## config.mk

```make
export PLATFORM = sky130hd
export DESIGN_NAME = edge_irq_unit
export DESIGN_NICKNAME = d
export VERILOG_FILES = /design/src/rtl/edge_irq_pkg.sv /design/src/rtl/eiu_sync_edge.sv /design/src/rtl/eiu_regs.sv /design/src/rtl/eiu_source.sv /design/src/rtl/edge_irq_unit.sv
export SDC_FILE = /design/constraint.sdc
export NUM_CORES = 1
export LEC_CHECK = 0
export BUFFER_PORTS_ARGS = -buffer_cell sky130_fd_sc_hd__buf_2
export CAP_MARGIN = 30
export CORE_ASPECT_RATIO = 0.75
export CORE_MARGIN = 3
export CORE_UTILIZATION = 60
export CTS_CLUSTER_DIAMETER = 150
export DETAILED_ROUTE_END_ITERATION = 8
export PLACE_DENSITY_LB_ADDON = 0.2
export SLEW_MARGIN = 20
export SYNTH_ARGS = -nofsm -noshare
export SYNTH_HDL_FRONTEND = slang
export SYNTH_SLANG_ARGS = --single-unit
export TNS_END_PERCENT = 10
```

## constraint.sdc

```tcl
create_clock -name clk_i -period 3.9 [get_ports clk_i]
set_clock_uncertainty 0.05 [all_clocks]
set_input_delay 1.17 -clock clk_i [delete_from_list [all_inputs] [get_ports clk_i]]
set_output_delay 1.17 -clock clk_i [all_outputs]
set_load 0.05 [all_outputs]
```

## src/rtl/edge_irq_pkg.sv

```systemverilog
`timescale 1ns/1ps
package edge_irq_pkg;

    // Per-line sense code; bit 0 arms rising, bit 1 arms falling.
    typedef enum logic [1:0] {
        SENSE_OFF  = 2'b00,
        SENSE_RISE = 2'b01,
        SENSE_FALL = 2'b10,
        SENSE_BOTH = 2'b11
    } sense_e;

    localparam int BYTE_W = 8;

endpackage

```

## src/rtl/eiu_sync_edge.sv

```systemverilog
`timescale 1ns/1ps
module eiu_sync_edge
    import edge_irq_pkg::*;
#(
    parameter int N = 16
) (
    input  logic           clk_i,
    input  logic           rst_ni,
    input  logic [N-1:0]   lines_i,
    input  logic [2*N-1:0] sense_i,
    output logic [N-1:0]   edge_o
);

    typedef struct packed {
        logic [N-1:0] meta;
        logic [N-1:0] sync;
        logic [N-1:0] prev;
    } sync_t;

    sync_t q, d;

    always_comb begin
        d      = q;
        d.meta = lines_i;
        d.sync = q.meta;
        d.prev = q.sync;
    end

    always_ff @(posedge clk_i or negedge rst_ni) begin
        if (!rst_ni) q <= '0;
        else         q <= d;
    end

    for (genvar n = 0; n < N; n++) begin : g_line
        sense_e code;
        logic   rise, fall;
        assign code = sense_e'(sense_i[2*n +: 2]);
        assign rise = q.sync[n] & ~q.prev[n];
        assign fall = ~q.sync[n] & q.prev[n];
        always_comb begin
            unique case (code)
                SENSE_RISE: edge_o[n] = rise;
                SENSE_FALL: edge_o[n] = fall;
                SENSE_BOTH: edge_o[n] = rise | fall;
                default:    edge_o[n] = 1'b0;
            endcase
        end
    end

    // Cycles since reset, saturating; lets the latency check look back safely.
    logic [1:0] warm_q;
    always_ff @(posedge clk_i or negedge rst_ni) begin
        if (!rst_ni)            warm_q <= '0;
        else if (warm_q != 2'd3) warm_q <= warm_q + 2'd1;
    end

    // an edge seen now was a change on the input pins two to three cycles back
    a_r10_sync_latency: assert property (@(posedge clk_i) disable iff (!rst_ni)
        (warm_q == 2'd3 && (|edge_o)) |->
        ((edge_o & ~($past(lines_i, 2) ^ $past(lines_i, 3))) == '0));

endmodule

```

## src/rtl/eiu_regs.sv

```systemverilog
`timescale 1ns/1ps
module eiu_regs
    import edge_irq_pkg::*;
#(
    parameter int N  = 16,
    parameter int AW = 8
) (
    input  logic              clk_i,
    input  logic              rst_ni,
    input  logic [AW-1:0]     addr_i,
    input  logic [BYTE_W-1:0] wdata_i,
    input  logic              wr_en_i,
    input  logic              rd_en_i,
    input  logic [N-1:0]      src_i,
    output logic [2*N-1:0]    sense_o,
    output logic [N-1:0]      mask_o,
    output logic              noclr_o,
    output logic [N-1:0]      wclr_o,
    output logic [N-1:0]      rclr_o,
    output logic [BYTE_W-1:0] rdata_o
);

    localparam int LB        = N / BYTE_W;
    localparam int SB        = 2 * LB;
    localparam int MASK_BASE = SB;
    localparam int SRC_BASE  = SB + LB;
    localparam int CTRL_ADDR = SB + 2 * LB;

    if ((N % BYTE_W) != 0 || CTRL_ADDR >= (1 << AW)) begin : g_bad_cfg
        initial $fatal(1, "eiu_regs: N must be a multiple of 8 and fit the address width");
    end

    typedef struct packed {
        logic [2*N-1:0] sense;
        logic [N-1:0]   mask;
        logic           noclr;
    } regs_t;

    regs_t q, d;

    always_comb begin
        d = q;
        if (wr_en_i) begin
            for (int b = 0; b < SB; b++) begin
                if (addr_i == AW'(b)) d.sense[(SB-1-b)*BYTE_W +: BYTE_W] = wdata_i;
            end
            for (int b = 0; b < LB; b++) begin
                if (addr_i == AW'(MASK_BASE + b)) d.mask[(LB-1-b)*BYTE_W +: BYTE_W] = wdata_i;
            end
            if (addr_i == AW'(CTRL_ADDR)) d.noclr = wdata_i[0];
        end
    end

    always_ff @(posedge clk_i or negedge rst_ni) begin
        if (!rst_ni) begin
            q.sense <= '0;
            q.mask  <= '1;
            q.noclr <= 1'b0;
        end else begin
            q <= d;
        end
    end

    // Clear vectors for the source latch, one byte lane per address.
    always_comb begin
        wclr_o = '0;
        rclr_o = '0;
        for (int b = 0; b < LB; b++) begin
            if (addr_i == AW'(SRC_BASE + b)) begin
                if (wr_en_i)              wclr_o[(LB-1-b)*BYTE_W +: BYTE_W] = wdata_i;
                if (rd_en_i && !q.noclr)  rclr_o[(LB-1-b)*BYTE_W +: BYTE_W] = '1;
            end
        end
    end

    always_comb begin
        rdata_o = '0;
        for (int b = 0; b < SB; b++) begin
            if (addr_i == AW'(b)) rdata_o = q.sense[(SB-1-b)*BYTE_W +: BYTE_W];
        end
        for (int b = 0; b < LB; b++) begin
            if (addr_i == AW'(MASK_BASE + b)) rdata_o = q.mask[(LB-1-b)*BYTE_W +: BYTE_W];
            if (addr_i == AW'(SRC_BASE + b))  rdata_o = src_i[(LB-1-b)*BYTE_W +: BYTE_W];
        end
        if (addr_i == AW'(CTRL_ADDR)) rdata_o = {{(BYTE_W-1){1'b0}}, q.noclr};
    end

    assign sense_o = q.sense;
    assign mask_o  = q.mask;
    assign noclr_o = q.noclr;

endmodule

```

## src/rtl/eiu_source.sv

```systemverilog
`timescale 1ns/1ps
module eiu_source #(
    parameter int N = 16
) (
    input  logic         clk_i,
    input  logic         rst_ni,
    input  logic [N-1:0] set_i,
    input  logic [N-1:0] clr_i,
    input  logic [N-1:0] mask_i,
    output logic [N-1:0] src_o,
    output logic         irq_no
);

    typedef struct packed {
        logic [N-1:0] src;
    } src_t;

    src_t q, d;

    always_comb begin
        d     = q;
        d.src = (q.src & ~clr_i) | set_i;  // a fresh event outranks a clear
    end

    always_ff @(posedge clk_i or negedge rst_ni) begin
        if (!rst_ni) q <= '0;
        else         q <= d;
    end

    assign src_o  = q.src;
    assign irq_no = ~|(q.src & ~mask_i);

    // every detected edge is recorded on the next edge, clear or not
    a_r9_set_wins: assert property (@(posedge clk_i) disable iff (!rst_ni)
        (|set_i) |=> ((src_o & $past(set_i)) == $past(set_i)));

    // a cleared bit with no concurrent event reads zero next cycle
    a_r5_clear_takes: assert property (@(posedge clk_i) disable iff (!rst_ni)
        (|clr_i) |=> ((src_o & $past(clr_i & ~set_i)) == '0));

    // bits not being cleared are sticky
    a_r5_sticky: assert property (@(posedge clk_i) disable iff (!rst_ni)
        1'b1 |=> ((($past(src_o) & ~$past(clr_i)) & ~src_o) == '0));

endmodule

```

## src/rtl/edge_irq_unit.sv

```systemverilog
`timescale 1ns/1ps
module edge_irq_unit
    import edge_irq_pkg::*;
#(
    parameter int N  = 16,
    parameter int AW = 8
) (
    input  logic              clk_i,
    input  logic              rst_ni,
    input  logic [N-1:0]      lines_i,
    input  logic [AW-1:0]     addr_i,
    input  logic [BYTE_W-1:0] wdata_i,
    input  logic              wr_en_i,
    input  logic              rd_en_i,
    output logic [BYTE_W-1:0] rdata_o,
    output logic              irq_no
);

    localparam int LB       = N / BYTE_W;
    localparam int SRC_BASE = 3 * LB;

    logic [2*N-1:0] sense_w;
    logic [N-1:0]   mask_w, edge_w, src_w, wclr_w, rclr_w;
    logic           noclr_w;

    eiu_sync_edge #(.N(N)) u_edge (
        .clk_i   (clk_i),
        .rst_ni  (rst_ni),
        .lines_i (lines_i),
        .sense_i (sense_w),
        .edge_o  (edge_w)
    );

    eiu_regs #(.N(N), .AW(AW)) u_regs (
        .clk_i   (clk_i),
        .rst_ni  (rst_ni),
        .addr_i  (addr_i),
        .wdata_i (wdata_i),
        .wr_en_i (wr_en_i),
        .rd_en_i (rd_en_i),
        .src_i   (src_w),
        .sense_o (sense_w),
        .mask_o  (mask_w),
        .noclr_o (noclr_w),
        .wclr_o  (wclr_w),
        .rclr_o  (rclr_w),
        .rdata_o (rdata_o)
    );

    eiu_source #(.N(N)) u_src (
        .clk_i  (clk_i),
        .rst_ni (rst_ni),
        .set_i  (edge_w),
        .clr_i  (wclr_w | rclr_w),
        .mask_i (mask_w),
        .src_o  (src_w),
        .irq_no (irq_no)
    );

    // Lines whose sense code is off, for the check below.
    logic [N-1:0] off_w;
    for (genvar n = 0; n < N; n++) begin : g_off
        assign off_w[n] = (sense_w[2*n +: 2] == 2'b00);
    end

    logic src_hit_w;
    assign src_hit_w = (addr_i >= AW'(SRC_BASE)) && (addr_i < AW'(SRC_BASE + LB));

    // a line with sense off never gains a source bit
    a_r2_off_never_latches: assert property (@(posedge clk_i) disable iff (!rst_ni)
        1'b1 |=> ((src_w & ~$past(src_w) & $past(off_w)) == '0));

    // with read-clear disabled a read alone removes nothing
    a_r7_read_keeps: assert property (@(posedge clk_i) disable iff (!rst_ni)
        (rd_en_i && !wr_en_i && src_hit_w && noclr_w) |=> (($past(src_w) & ~src_w) == '0));

    // a new request always has an unmasked pending source behind it
    a_r8_fall_has_cause: assert property (@(posedge clk_i) disable iff (!rst_ni)
        $fell(irq_no) |-> ((src_w & ~mask_w) != '0));

endmodule

```

==> impl_metrics.toml, run 1 <==
[place]
hpwlAfterDp_um = 8300
placed_area_mm2 = 0.00587
pre_cts_ws_ns = 0.0349
numPortBuffers = 44
dp.cells = 581
globalplace.congestion = 0.908

[finish]
regArea_mm2 = 0.00285
antenna_cells = 0
multi_input_area_mm2 = 0.00232
stdcell_count = 613
synthToLayoutAreaGrowth_pct = 19.2
design_area_mm2 = 0.00648
post-route-util = 0.750
drive_gt1_frac = 0.347
fin_nets = 560
num-fill-cells = 570

[clock_network]
post_cts_buffers = 0
clockRootBuffer = "clkbuf_16"
cts_hold_buf = 0
h-tree-depth = 4
path_clk_slew_ns = 0.05
cts.sinks = 113
cts_tree = "done"
cts_made_buffers = 17
clk_path_buf_depth = 2
clk_latency_ns = 0.42

[global_route]
grt_pass1_vias = 3703
gr-usage-all-layers = 0.266
grt_pass1_wl_um = 19700
grt_max_degree = 52
grt-ovfl-total = 0
antenna_found_initial = 0

[power_and_ir_drop]
leakagePower_nw = 3.03
power_mw = 3.13
p_per_area_mw_per_mm2 = 483
ir_drop_mv = 0.431

[sta]
fin_ws_ns = 0.0233
tns_ns = 0
fmax_ghz = 0.258
slew_headroom = 0.430
period_minus_slack_ns = 3.88
hold_viol = 0
worst_slew_pin_slew_ns = 0.854
slew_violations = 0
setup_viol = 0
hold_ws_ns = 0.297
fin_crit_sh = 0.994
rsz0062_at_grt = "false"

[worst_setup_path]
r2r-start = "u_regs.noclr_o"
arrival_ns = 2.66
end_kind = "output pin"
reg2reg_depth = 4
r2r-end = "u_src.src_o[1]"
cp_top_family = "simple AND/OR/NAND/NOR gates"
crit_chain = "buf_2, or4_1, o2111a_1, a311oi_4, buf_2"
crit_path_frequent_cell = "buf_2"
critical_path.slowest_cell = "or4_1"
required_ns = 2.68
critPathLaunchType = "primary input"
critPathKind = "in -> out"
ff2ff_setup_slack_ns = 2.09
cp_max_fo = 7
critPathMaxStageDelay_ns = 0.55
critPathBufInv = 2

[logic_synthesis]
yosysSeqAreaShare = 0.524
avgSynthCellArea_um2 = 12.6
syn_inst = 430
synth_area_mm2 = 0.00544
yosys-top-cells-area = "dfrtp_1 (45%), mux2_2 (10%), dfstp_2 (7.7%)"
async_reset_ff_frac = 1.00
synth-seq-cells = 113
yosysUniqueCellTypes = 38
synth-edff-count = 0
yosysTopAreaCellShare = 0.446
yosysTopAreaCell = "dfrtp_1"
synth-main-ff-cell = "dfrtp_1"
ys_warn_count = 0
synth_fp_nets = 498

[route]
wl_per_cell_um = 20.1
ant_nets = 0
drc_errors = 0
first_pass_iters = 6
drtIter0Drc = 403
viasPerCell = 6.03
vias = 3698
postRouteWirelength_um = 12300

[die]
num_rows = 29
die_w_um = 116
fp.dieH_um = 88.4
dieArea_mm2 = 0.0103
ios = 45
start_util = 0.630
core_area_mm2 = 0.00864

[worst_hold_path]
hold_path.class = "reg -> reg"
whs_endpoint = "u_edge.d[14]"
hold_depth = 0
hold_start = "u_edge.d[30]"

[job]
drv_cap = 0

[run_status]
outcome = "finished clean"
-- worst register-to-register path: stages (launching register included) --
cell and delay [ns]:
dfrtp_1 0.40, nor2b_1 0.67, a21oi_1 0.15, o21ai_0 0.29
o211ai_1 0.13
-- cells in the final DEF, fill, tap and decap left out, drive strengths merged --
cell type	n
o2111ai	1
o21ai	16
o22a	1
nor2	10
dfrtp	97
o2111a	2
bufinv	3
or4b	3
dfstp	16
nor4	1
o22ai	4
and3	1
nand2	37
mux2	50
mux2i	24
nand3b	1
inv	62
or4	1
a311oi	1
clkbuf	23
mux4	12
nand4bb	1
clkinvlp	1
o211ai	19
nor2b	1
nand4b	1
o31a	1
clkinv	5
a21o	1
nor3b	4
nor3	2
buf	55
a21oi	8
and4	1
or2b	1
nand3	2
a221oi	4
ha	32
-- registers in the layout, summed over array words and instances (netlist names) --
| register | flops |
|---|---|
| u_src.src_o | 16 |
| u_edge.d | 32 |
| u_regs.sense_o | 32 |
| u_regs.noclr_o | 1 |
| u_edge.q | 16 |
| u_regs.mask_o | 16 |
-- what timing repair did --
| item | CTS | global route |
|---|---|---|
| endpoints found under the setup margin | 0 | 1 |
| endpoints found under the hold margin | 0 | 0 |
| resized for setup | 0 | 2 |
-- power breakdown --
| group | switching [mW] | leakage (nW) | internal, mW |
|---|---|---|---|
| combinational | 0.128 | 1.41 | 0.110 |
| sequential | 0.0608 | 1.33 | 1.25 |
| clock | 0.530 | 0.297 | 1.05 |
-- layer usage --
layer	GRT usage	vias up	wire, um
met1	0.357	1872	5160
li1	-	1628	-
met4	0.107	0	281
met3	0.0766	30	1080
met2	0.413	168	5820
met5	0	-	0
-- worst max path at each step --
stage | start | end | cells past startpoint
3_5_place_dp | addr_i[1] | rdata_o[0] | 6
4_1_cts | addr_i[0] | rdata_o[3] | 5
5_1_grt | addr_i[0] | rdata_o[3] | 5
3_3_place_gp | addr_i[1] | rdata_o[0] | 6
6_report | addr_i[0] | rdata_o[3] | 5
2_1_floorplan | addr_i[1] | rdata_o[2] | 6
-- final cells by class --
cell class | count | share of cell area
sequential | 113 | 0.440
clock inverter | 9 | 0.0201
tap | 108 | 0.0209
timing repair buffer | 55 | 0.0514
inverter | 62 | 0.0359
clock buffer | 23 | 0.0738
multi-input combinational | 243 | 0.358
-- cells in the mapped netlist (all sizes together), types with 2 or more instances --
cell     n
dfrtp   97
inv     62
mux2    50
nand2   37
ha      32
mux2i   24
o211ai  19
dfstp   16
o21ai   16
mux4    12
nor2    10
a21oi    8
buf      6
clkbuf   6
a221oi   4
nor3b    4
o22ai    4
or4b     3
nand3    2
nor3     2
o2111a   2
-- cell families after synthesis --
group / synth area share
AO/OA/AOI/OAI: 0.0713
adder cells (fa/ha/maj): 0.0736
buffers and inverters: 0.0527
flip-flops: 0.524
multiplexers: 0.197
AND/OR/NAND/NOR: 0.0810
Note: power is estimated with default switching activity, not from simulation.
==> inputs of run 2 (changes only) <==
- RECOVER_POWER: not set -> 50
==> run 2 against run 1 <==
Net effect:
- total power hardly changed
- critical endpoint unchanged
- sequential power hardly changed
- non-clock buffer count stayed put
- first-iteration DRC count stayed put
- largest power group unchanged
- the run now ends with capacitance limit, slew limit left
==> impl_metrics.toml, run 2 (same netlist as run 1, synthesis figures left out) <==
[sta]
fmax_ghz = 0.258
slew_violations = 51
slew_headroom = -0.875
fin_crit_sh = 0.994
hold_viol = 0
worst_slew_pin_slew_ns = 2.81
rsz0062_at_grt = "false"
setup_viol = 0
period_minus_slack_ns = 3.88

[global_route]
grt_max_degree = 52
antenna_found_initial = 0
gr-usage-all-layers = 0.266
grt_pass1_wl_um = 19700
grt-ovfl-total = 0
grt_pass1_vias = 3703

[clock_network]
clockRootBuffer = "clkbuf_16"
h-tree-depth = 4
clk_latency_ns = 0.42
cts_made_buffers = 17
clk_path_buf_depth = 2
cts_hold_buf = 0
cts.sinks = 113
cts_tree = "done"
path_clk_slew_ns = 0.05

[die]
die_w_um = 116
ios = 45
start_util = 0.630
core_area_mm2 = 0.00864
num_rows = 29
dieArea_mm2 = 0.0103
fp.dieH_um = 88.4

[finish]
stdcell_count = 613
fin_nets = 560
mostFrequentLayoutCell = "dfrtp_1"
drive_gt1_frac = 0.345
layout_common_cells = "dfrtp_1 (97), inv_1 (62), mux2_2 (50), buf_2 (42), nand2_1 (37)"
regArea_mm2 = 0.00285
multi_input_area_mm2 = 0.00232
synthToLayoutAreaGrowth_pct = 19.1
num-fill-cells = 572
antenna_cells = 0

[run_status]
violations = "capacitance limit, slew limit"
outcome = "finished, violations left"

[place]
dp.cells = 581
globalplace.congestion = 0.908
numPortBuffers = 44
hpwlAfterDp_um = 8300

[power_and_ir_drop]
p_per_area_mw_per_mm2 = 483
leakagePower_nw = 3.03
ir_drop_mv = 0.431
power_mw = 3.13

[worst_setup_path]
critPathLaunchType = "primary input"
critPathKind = "in -> out"
arrival_ns = 2.66
required_ns = 2.68
r2r-start = "u_regs.noclr_o"
end_kind = "output pin"
startpoint = "addr_i[0]"
cp_max_fo = 7

[route]
vias = 3698
drc_errors = 0
postRouteWirelength_um = 12300
first_pass_iters = 6
wl_per_cell_um = 20.1
drtIter0Drc = 403
viasPerCell = 6.03
ant_nets = 0

[worst_hold_path]
hold_path.class = "reg -> reg"
hold_start = "u_edge.d[30]"

[job]
drv_cap = 1
[run 2: final timing paths]
| path | end | slack (ns) | cells after the start |
|---|---|---|---|
| min | u_edge.d[14] | 0.30 | 0 |
| max | rdata_o[3] | 0.02 | 5 |
| min in group asynchronous | u_edge.d[16] | 1.60 | 1 |
| max in group asynchronous | u_edge.q[3] | 0.60 | 1 |
| min reg2reg | u_edge.d[14] | 0.30 | 0 |
| max reg2reg | u_src.src_o[1] | 2.09 | 4 |
[run 2: metrics by stage]
stage / setup slack [ns] / setup TNS (ns) / area [um2] / hold WS [ns] / util
floorplan: -0.131 / -0.740 / 5460 / 0.281 / -
global placement: 0.0714 / 0 / 5870 / 0.282 / 0.680
detailed placement: 0.0349 / 0 / 5870 / 0.286 / 0.680
CTS: 0.0350 / 0 / 6480 / 0.298 / 0.750
global route: 0.00540 / 0 / 6470 / 0.307 / 0.750
finish: 0.0233 / 0 / 6470 / 0.297 / 0.750
[run 2: worst max-delay path, stage by stage]
cell and delay (ns):
buf_2 0.16, or4_1 0.55, o2111a_1 0.18, a311oi_4 0.28, buf_2 0.31
[run 2: timing repair]
| item | 4_1_cts | 5_1_grt |
|---|---|---|
| endpoints found under the setup margin | 0 | 1 |
| buffers inserted | 0 | 0 |
| resized for setup | 0 | 2 |
[run 2: metal layers]
layer	part of all wire	vias to the layer above	routed length [um]	global-route usage
met5	0	-	0	0
met4	0.023	0	281	0.107
met3	0.088	30	1080	0.0766
met2	0.47	168	5820	0.413
met1	0.42	1872	5160	0.357
li1	-	1628	-	-
[run 2: cell type report]
class | instances | area share
flip-flops and latches | 113 | 0.440
repair buffers | 55 | 0.0508
inverters | 62 | 0.0359
well taps | 108 | 0.0209
multi-input cells | 243 | 0.359
clock buffers | 23 | 0.0738
clock inverters | 9 | 0.0201
[run 2: report_power, final]
group          internal (mW)  switching, mW  leakage, nW  total, mW
Clock                   1.05          0.530        0.297       1.58
Combinational          0.109          0.128         1.40      0.237
Sequential              1.25         0.0608         1.33       1.31
Total                   2.41          0.719         3.03       3.13
